===== config.mk =====
export PLATFORM = sky130hd
export DESIGN_NAME = sbc_burst_ctl
export DESIGN_NICKNAME = d
export VERILOG_FILES = /design/src/rtl/sbc_pkg.sv /design/src/rtl/sbc_lane_decode.sv /design/src/rtl/sbc_cycle_decode.sv /design/src/rtl/sbc_burst_addr.sv /design/src/rtl/sbc_burst_ctl.sv
export SDC_FILE = /design/constraint.sdc
export NUM_CORES = 1
export LEC_CHECK = 0
export BUFFER_PORTS_ARGS = -buffer_cell sky130_fd_sc_hd__buf_2
export CORE_MARGIN = 1.5
export CORE_UTILIZATION = 47
export CTS_CLUSTER_SIZE = 40
export DETAILED_ROUTE_END_ITERATION = 6
export GPL_TIMING_DRIVEN = 1
export PLACE_DENSITY = 0.79
export SETUP_SLACK_MARGIN = 0.15
export SLEW_MARGIN = 10
export SYNTH_ARGS = -nofsm -noshare
export SYNTH_HDL_FRONTEND = slang
export SYNTH_SLANG_ARGS = --single-unit

===== constraint.sdc =====
create_clock -name clk -period 1.51 [get_ports clk]
set_input_delay 0.0755 -clock clk [delete_from_list [all_inputs] [get_ports clk]]
set_output_delay 0.0755 -clock clk [all_outputs]
set_load 0.005 [all_outputs]

===== src/rtl/sbc_pkg.sv =====
package sbc_pkg;

    typedef enum logic [2:0] {
        IDLE_DESEL = 3'd0,
        RD_START   = 3'd1,
        WR_START   = 3'd2,
        RD_NEXT    = 3'd3,
        WR_NEXT    = 3'd4,
        RD_HOLD    = 3'd5,
        WR_HOLD    = 3'd6
    } cyc_e;

    function automatic logic cyc_is_read(cyc_e c);
        return (c == RD_START) || (c == RD_NEXT) || (c == RD_HOLD);
    endfunction

    function automatic logic cyc_is_write(cyc_e c);
        return (c == WR_START) || (c == WR_NEXT) || (c == WR_HOLD);
    endfunction

endpackage


===== src/rtl/sbc_lane_decode.sv =====
module sbc_lane_decode #(
    parameter int LANES = 4
) (
    input  logic             gw_n,
    input  logic             bwe_n,
    input  logic [LANES-1:0] lane_n,
    output logic [LANES-1:0] lane_req,
    output logic             any_wr
);
    for (genvar i = 0; i < LANES; i++) begin : g_lane
        assign lane_req[i] = !gw_n || (!bwe_n && !lane_n[i]);
    end

    assign any_wr = |lane_req;
endmodule


===== src/rtl/sbc_cycle_decode.sv =====
module sbc_cycle_decode
    import sbc_pkg::*;
(
    input  cyc_e cur,
    input  logic ce_n,
    input  logic sel_hi,
    input  logic sel_lo_n,
    input  logic strb_p_n,
    input  logic strb_c_n,
    input  logic adv_n,
    input  logic any_wr,
    output cyc_e nxt,
    output logic load_addr,
    output logic step_beat
);
    logic strobe_hit;
    logic sel_ok;

    always_comb begin
        strobe_hit = !strb_p_n || !strb_c_n;
        sel_ok     = !ce_n && sel_hi && !sel_lo_n;
        nxt        = cur;
        load_addr  = 1'b0;
        step_beat  = 1'b0;
        if (!strb_p_n && ce_n) begin
            nxt = IDLE_DESEL;
        end else if (strobe_hit) begin
            if (!sel_ok) begin
                nxt = IDLE_DESEL;
            end else begin
                load_addr = 1'b1;
                if (!strb_p_n) nxt = RD_START;
                else           nxt = any_wr ? WR_START : RD_START;
            end
        end else begin
            unique case (cur)
                IDLE_DESEL: nxt = IDLE_DESEL;
                RD_START, WR_START, RD_NEXT, WR_NEXT, RD_HOLD, WR_HOLD: begin
                    if (!adv_n) begin
                        step_beat = 1'b1;
                        nxt = any_wr ? WR_NEXT : RD_NEXT;
                    end else begin
                        nxt = any_wr ? WR_HOLD : RD_HOLD;
                    end
                end
                default: nxt = IDLE_DESEL;
            endcase
        end
    end
endmodule


===== src/rtl/sbc_burst_addr.sv =====
module sbc_burst_addr #(
    parameter int ADDR_W = 16,
    parameter int BEAT_W = 2
) (
    input  logic              clk,
    input  logic              rst_n,
    input  logic              load_addr,
    input  logic              step_beat,
    input  logic              burst_order,
    input  logic [ADDR_W-1:0] addr_in,
    output logic [ADDR_W-1:0] mem_addr
);
    localparam int UP_W = ADDR_W - BEAT_W;

    logic [ADDR_W-1:0] base_q;
    logic [BEAT_W-1:0] beat_q;
    logic [BEAT_W-1:0] lo_bits;

    always_ff @(posedge clk or negedge rst_n) begin
        if (!rst_n) begin
            base_q <= '0;
            beat_q <= '0;
        end else if (load_addr) begin
            base_q <= addr_in;
            beat_q <= '0;
        end else if (step_beat) begin
            beat_q <= beat_q + 1'b1;
        end
    end

    always_comb begin
        if (burst_order) lo_bits = base_q[BEAT_W-1:0] ^ beat_q;
        else             lo_bits = base_q[BEAT_W-1:0] + beat_q;
    end

    assign mem_addr = {base_q[ADDR_W-1 -: UP_W], lo_bits};
endmodule


===== src/rtl/sbc_burst_ctl.sv =====
module sbc_burst_ctl
    import sbc_pkg::*;
#(
    parameter int ADDR_W = 16,
    parameter int LANES  = 4
) (
    input  logic              clk,
    input  logic              rst_n,
    input  logic              ce_n,
    input  logic              sel_hi,
    input  logic              sel_lo_n,
    input  logic              strb_p_n,
    input  logic              strb_c_n,
    input  logic              adv_n,
    input  logic              gw_n,
    input  logic              bwe_n,
    input  logic [LANES-1:0]  lane_n,
    input  logic              oe_n,
    input  logic              burst_order,
    input  logic [ADDR_W-1:0] addr,
    output logic [2:0]        cyc_kind,
    output logic [ADDR_W-1:0] mem_addr,
    output logic [LANES-1:0]  byte_we,
    output logic              drive_en
);
    localparam int BEAT_W = 2;

    cyc_e             state_q;
    cyc_e             state_d;
    logic [LANES-1:0] lane_req;
    logic             any_wr;
    logic             load_addr;
    logic             step_beat;
    logic [LANES-1:0] lanes_q;

    sbc_lane_decode #(.LANES(LANES)) u_lanes (
        .gw_n     (gw_n),
        .bwe_n    (bwe_n),
        .lane_n   (lane_n),
        .lane_req (lane_req),
        .any_wr   (any_wr)
    );

    sbc_cycle_decode u_dec (
        .cur       (state_q),
        .ce_n      (ce_n),
        .sel_hi    (sel_hi),
        .sel_lo_n  (sel_lo_n),
        .strb_p_n  (strb_p_n),
        .strb_c_n  (strb_c_n),
        .adv_n     (adv_n),
        .any_wr    (any_wr),
        .nxt       (state_d),
        .load_addr (load_addr),
        .step_beat (step_beat)
    );

    sbc_burst_addr #(.ADDR_W(ADDR_W), .BEAT_W(BEAT_W)) u_addr (
        .clk         (clk),
        .rst_n       (rst_n),
        .load_addr   (load_addr),
        .step_beat   (step_beat),
        .burst_order (burst_order),
        .addr_in     (addr),
        .mem_addr    (mem_addr)
    );

    // State register
    always_ff @(posedge clk or negedge rst_n) begin
        if (!rst_n) begin
            state_q <= IDLE_DESEL;
            lanes_q <= '0;
        end else begin
            state_q <= state_d;
            lanes_q <= cyc_is_write(state_d) ? lane_req : '0;
        end
    end

    // Outputs
    always_comb begin
        cyc_kind = state_q;
        byte_we  = cyc_is_write(state_q) ? lanes_q : '0;
        drive_en = cyc_is_read(state_q) && !oe_n;
    end
endmodule


==> impl_results.md, run 1 <==
- Status: finished clean
- First-pass GRT wire length: about 4700 um
- DR WL/cell: 13.7 um
- Vias after detailed routing: between 900 and 1000
- Post-synthesis area per instance: between 10 and 15 sq um
- Mapped Area: around 1300 sq um
- Final Cycle Share: 0.898
- Slowest stage delay, CP: roughly 0.41 ns
- Min cycle time layout: 1.36 ns
- Crit path arrival time: approximately 1.3 ns
- Area after DPL: around 1500 sq um
- Synth Area in Compound Gates: 0.0645
- Detailed router's first-iteration violation count: 30
- Critical path class: reg -> out
- GRT Overall Usage: 0.196
- Core Rows: 18
- Fmax: about 740 MHz
- Pre-CTS WS: ~0.064 ns
- Slowest-stage cell, CP: dfrtp_1
- Flops & latches, synth: 25
- Kind of cell adding the most delay to the critical path: flip-flops
- Fill cells: 198
- Clock Latency Late Sink: 0.32 ns
- DRC: 0
- Drt first pass iters: 4
- Clk sinks: 25
- Die Ht: between 50 and 60 um
- WP data required: approximately 1.4 ns
- I/O Pins: 56
- Syn_nets: 140
- Max-Slew Margin vs Limit: 0.631
- Cts bufs inserted: 3
- Maxcap violations: 0
- Post-route ant nets: 0
- Sequential share of the synthesized area: 0.481
- Setup WS post-layout: between 0.15 and 0.2 ns
- HPWL after DPL: between 1500 and 2000 um
- Multi-input gate area: between 500 and 600 sq um
- Share of cells above drive strength 1: 0.497
- Max Slew Vio Count: 0
- Design area: between 1500 and 2000 sq um
- Measured slew at the worst slew-check pin: ~0.55 ns
- Die area: approximately 3100 sq um
- Setup_tns: 0 ns
- Final #Nets: 204
- GPL Wtd Cong: ~0.84
- Vias in the first global route: between 1000 and 1500
- Worst path bufs/invs: 1
- P per Cell Area: 919 nW/um^2
- Final clock skew: 0.00454 ns
- Post-synthesis cell type count: 25
- Xor-xnor portion of the synthesized cell area: 0.0135
- TritonCTS clock tree: yes
- Placeable Area: approximately 2500 sq um
- Crit start category: flip-flop
- Synth warnings: 0
- Post-synthesis mux area share: 0.194
- Fin. Hold Viols: 0
- Largest net degree at the start of global routing: 26
- Initial Util: 0.511
- IO Port Bufs: 55
- Simple-gate portion of the synthesized area: 0.105
- RSZ-0062 raised after global routing: true
- Clock Path Buffers: 2
- Post-Synthesis Cells: between 100 and 150
- Max H-tree Level: 1
- Worst ir drop on vdd: 623 uV
- Clock transition at path regs: about 0.14 ns
- Worst hold path type: in -> reg
- Adder-cell share of the synthesized area: 0.0192
- N_diodes: 0
- Synth-to-layout area growth: 32.1%
- Final setup violation count: 0
- Post-Route WL: 2730 um
- Via density: about 5
- Seq. cell area: around 630 sq um
- Die X: about 56 um
- Initial antenna violation count: 0
- Largest fanout on the critical path: 2
- CP Capture Type: output pin
- Cell breakdown of the critical path: ha_2 > nor2b_4 > xnor2_1 > buf_2
- Total chip power: 1.58 mW
- Largest family of logic cells by synthesized area: multiplexers
- Leak: between 0.9 and 1 nW
- CTS Root Cell: clkbuf_4
- GRT overflow: 0
-- flip-flops by register name, indices dropped and copies added (netlist names) --
register and count:
u_addr.base_q 16, cyc_kind 3, lanes_q 4, u_addr.beat_q 2
-- cell type report --
type,count,area share
inverters,3,0.00655
multi-input cells,61,0.312
flip-flops and latches,25,0.364
clock buffers,3,0.0131
repair buffers,76,0.278
clock inverters,1,0.00437
well taps,30,0.0218
-- path summary, 6_finish.rpt --
kind                            slack, ns           endpoint  depth (start not counted)              start
worst max-delay path                 0.15        mem_addr[1]                          4   u_addr.beat_q[0]
worst min-delay path                 0.03         lanes_q[0]                          4          lane_n[0]
worst max register to register       0.25         lanes_q[0]                          3        cyc_kind[2]
worst min register to register       0.52  u_addr.base_q[15]                          1  u_addr.base_q[15]
max in group asynchronous            0.89  u_addr.base_q[12]                          2              rst_n
min in group asynchronous            0.26        cyc_kind[0]                          2              rst_n
-- cell families (layout without fill, tap and decap cells) --
group           count (synthesis)  count (layout)
compound gates                 14              14
xor+xnor                        2               2
fa+ha+maj                       2               2
buf+inv                        20              83
flops                          25              25
mux                            18              18
simple gates                   25              25
-- Yosys cell counts --
library cell / count / share of area
a21oi_1: 4 / 0.015
mux2_2: 2 / 0.017
or3_1: 1 / 0.0048
a211oi_1: 1 / 0.0058
nor2_1: 4 / 0.012
a41oi_1: 1 / 0.0067
or2_1: 1 / 0.0048
dfrtp_1: 25 / 0.48
xnor2_1: 2 / 0.013
buf_4: 14 / 0.081
ha_1: 2 / 0.019
mux2_4: 14 / 0.16
nand3_1: 2 / 0.0077
mux2i_1: 2 / 0.015
buf_12: 1 / 0.015
inv_1: 3 / 0.0087
o32ai_1: 1 / 0.0067
nand2_1: 5 / 0.014
buf_6: 2 / 0.017
and2_1: 5 / 0.024
a2bb2oi_1: 1 / 0.0067
nor2b_1: 3 / 0.014
nand4_1: 3 / 0.014
or3b_4: 1 / 0.0087
o21ai_0: 6 / 0.023
-- layout by cell type, fill, tap and decap left out, drive strengths merged, types with 2 or more instances in the layout --
cell and n:
nand4 3, o21ai 6, nor2b 3, inv 3, mux2i 2, dfrtp 25, clkbuf 3, buf 58
mux2 16, ha 2, a21oi 4, xnor2 2, and2 5, nand2 5, dlygate4sd3 18, nor2 4
nand3 2
-- per-stage QoR --
| step | hold WS, ns | util | cells |
|---|---|---|---|
| finish | 0.0286 | 0.675 | 199 |
| global route | 0.0341 | 0.675 | 199 |
| CTS | 0.0125 | 0.671 | 199 |
| detailed placement | 0.103 | 0.582 | 176 |
| global placement | 0.0865 | 0.582 | 176 |
| floorplan | -0.220 | - | 106 |
-- worst reg2reg max path: stages (launching register included) --
cell	delay, ns
dfrtp_1	0.46
or3_4	0.44
nand4_1	0.17
a21oi_1	0.10
-- what timing repair did --
action / CTS / global route
resized for setup: 3 / 3
pin swaps: 2 / 9
endpoints found under the hold margin: 45 / 0
setup buffers: 1 / 0
hold buffers: 18 / 0
endpoints found under the setup margin: 1 / 11
-- power breakdown --
group / leakage (nW) / internal (mW) / switching, mW
registers: 0.315 / 0.771 / 0.0585
logic: 0.581 / 0.282 / 0.152
clock network: 0.0139 / 0.101 / 0.215
-- layer usage --
layer  GRT usage  wire length, um
met2       0.332             1480
met3      0.0256              124
met5           0                0
met1       0.243             1070
met4       0.101               59
(Power assumes the default switching activity.)
==> run 2: changes to the inputs <==
- CORE_MARGIN: 1.5 -> unset
==> impl_results.md, run 2 (synthesis gave the netlist of run 1 again) <==
- N_diodes: 0 (unchanged)
- Max Slew Vio Count: 0 (unchanged)
- M1 GR Usage: 0.212 (-0.0307)
- Worst ir drop on vdd: 605 uV (-2.9%)
- Critical path class: reg -> out
- DRC: 0 (unchanged)
- First-pass GRT wire length: 3970 um (-16%)
- Via density: 5.03 (+0.70%)
- Number of flip-flops under the largest register name: 16 (unchanged)
- Clock Path Buffers: 2 (unchanged)
- Setup WS post-layout: 0.115 ns (-0.0383 ns)
- Setup crit start: u_addr.base_q[0]
- Commonest non-fill, non-tap cell in the layout: buf_2
- Status: finished clean
- Leak: 0.920 nW (+1.1%)
- Share of cells above drive strength 1: 0.500 (+0.00296)
- Final #Nets: 205 (+0.49%)
- Largest net degree at the start of global routing: 26 (unchanged)
- Met2 usage: 0.359 (+0.0278)
- DR WL/cell: 14.0 um (+1.6%)
- GPL Wtd Cong: 0.810 (-3.8%)
- Seq. cell area: 627 sq um (+0.20%)
- GRT overflow: 0 (unchanged)
- Die Ht: 54.6 um (-1.8%)
- Vias after detailed routing: 1005 (+1.2%)
- Min cycle time layout: 1.39 ns (+0.0383 ns)
- Final Cycle Share: 0.924 (+0.0254)
- TritonCTS clock tree: yes
- CP Capture Type: output pin
- Synth-to-layout area growth: 32.2% (about the same)
- HPWL after DPL: 1820 um (-2.5%)
- Slowest-stage cell, CP: dfrtp_1
- GR peak layer: met2
- Initial Util: 0.511 (unchanged)
- Dpl cells: 176 (unchanged)
- Core Rows: 18 (unchanged)
- Hold Crit Start: strb_p_n
- Clk sinks: 25 (unchanged)
- IO Port Bufs: 55 (unchanged)
- Post-route ant nets: 0 (unchanged)
- Worst hold path type: in -> reg
- Maxcap violations: 0 (unchanged)
- Fmax: 717 MHz (-2.7%)
- Vias in the first global route: 928 (-12%)
- Setup_tns: 0 ns (unchanged)
- Placeable Area: 2540 sq um (unchanged)
- Drt first pass iters: 4 (unchanged)
- Non-filler cells, final: 200 (+0.50%)
- Multi-input gate area: 531 sq um (-0.93%)
- Kind of cell adding the most delay to the critical path: flip-flops
- Die X: 54.6 um (-1.8%)
- RSZ-0062 raised after global routing: true
- Max-Slew Margin vs Limit: 0.634 (+0.00226)
- Fill cells: 191 (-3.5%)
- Detailed router's first-iteration violation count: 13 (-57%)
- M3 GR Usage: 0.0250 (-0.000581)
- WP data required: 1.43 ns (about the same)
- Measured slew at the worst slew-check pin: 0.549 ns (-0.00339 ns)
- Largest fanout on the critical path: 2 (unchanged)
- Die area: 2980 sq um (-3.6%)
- Worst path bufs/invs: 1 (unchanged)
- Hold WS: 0.0150 ns (-0.0135 ns)
- Crit path arrival time: 1.32 ns (+0.04 ns)
- Slowest stage delay, CP: 0.41 ns (about the same)
- Pre-CTS WS: 0.0661 ns (+0.00244 ns)
- Cell breakdown of the critical path: ha_2 > nor2b_4 > xnor2_1 > buf_2
- Max H-tree Level: 1 (unchanged)
- Reg-to-reg startpoint: cyc_kind[0]
- Final clock skew: 0.00750 ns (+0.00296 ns)
- Initial antenna violation count: 0 (unchanged)
- Clock Latency Late Sink: 0.32 ns (about the same)
- Clock transition at path regs: 0.14 ns (about the same)
- Design area: 1720 sq um (about the same)
- P per Cell Area: 912 nW/um^2 (-0.80%)
- CTS Root Cell: clkbuf_4
- Top reg by flops: u_addr.base_q
- Most frequent cells in the layout: buf_2 (55), dfrtp_1 (24), dlygate4sd3_1 (18), mux2_4 (14), o21ai_0 (6)
- Post-Route WL: 2790 um (+2.2%)
- Crit start category: flip-flop
- Cts bufs inserted: 3 (unchanged)
- GRT Overall Usage: 0.190 (-0.00615)
- Final setup violation count: 0 (unchanged)
- Area after DPL: 1480 sq um (unchanged)
- I/O Pins: 56 (unchanged)
- Fin. Hold Viols: 0 (unchanged)
## run 2: cell count changes in the layout (fill, tap and decap cells not counted)
cell / previous run / this run
buf_4: 3 / 4
dfrtp_2: 0 / 1
clkinvlp_4: 1 / 0
dfrtp_1: 25 / 24
clkinv_2: 0 / 1
or3_1: 0 / 1
or3_4: 1 / 0
## run 2: path summary, 6_finish.rpt
kind | to | slack, ns | depth (start not counted)
max in group asynchronous | cyc_kind[2] | 0.86 | 2
worst max-delay path | mem_addr[1] | 0.12 | 4
worst min register to register | u_addr.beat_q[1] | 0.51 | 1
worst max register to register | cyc_kind[1] | 0.23 | 3
min in group asynchronous | u_addr.base_q[8] | 0.25 | 2
worst min-delay path | lanes_q[0] | 0.02 | 3
## run 2: stage by stage
step | utilization | power [mW]
floorplan | - | 1.16
global placement | 0.582 | 1.21
detailed placement | 0.582 | 1.23
CTS | 0.663 | 1.56
global route | 0.676 | 1.66
finish | 0.676 | 1.57
## run 2: final cells by class
cell class | instances | share of cell area
sequential | 25 | 0.365
inverter | 3 | 0.00655
timing repair buffer | 77 | 0.282
clock buffer | 3 | 0.0131
tap | 30 | 0.0218
multi-input combinational | 61 | 0.309
clock inverter | 1 | 0.00291
## run 2: worst register-to-register path, delay by kind of cell (launching register included)
| kind | cells | cell delay [ns] |
|---|---|---|
| flip-flops | 1 | 0.45 |
| AO/OA/AOI/OAI | 1 | 0.11 |
| AND/OR/NAND/NOR | 2 | 0.60 |
## run 2: report_power, final
| group | switching [mW] | total (mW) | internal [mW] |
|---|---|---|---|
| clock network | 0.203 | 0.302 | 0.0992 |
| registers | 0.0598 | 0.831 | 0.771 |
| logic | 0.154 | 0.435 | 0.281 |
| total | 0.416 | 1.57 | 1.15 |
## run 2: what timing repair did
item,CTS,global route
setup buffers,1,1
pin swaps,1,2
setup endpoints to repair,1,8
hold endpoints to repair,41,1
hold buffers,17,1
resized for setup,1,5
## run 2: per-layer routing
| metal | share of wire | vias up |
|---|---|---|
| li1 | - | 478 |
| met1 | 0.41 | 500 |
| met2 | 0.56 | 25 |
| met3 | 0.023 | 2 |
| met4 | 0.0068 | 0 |
| met5 | 0 | - |
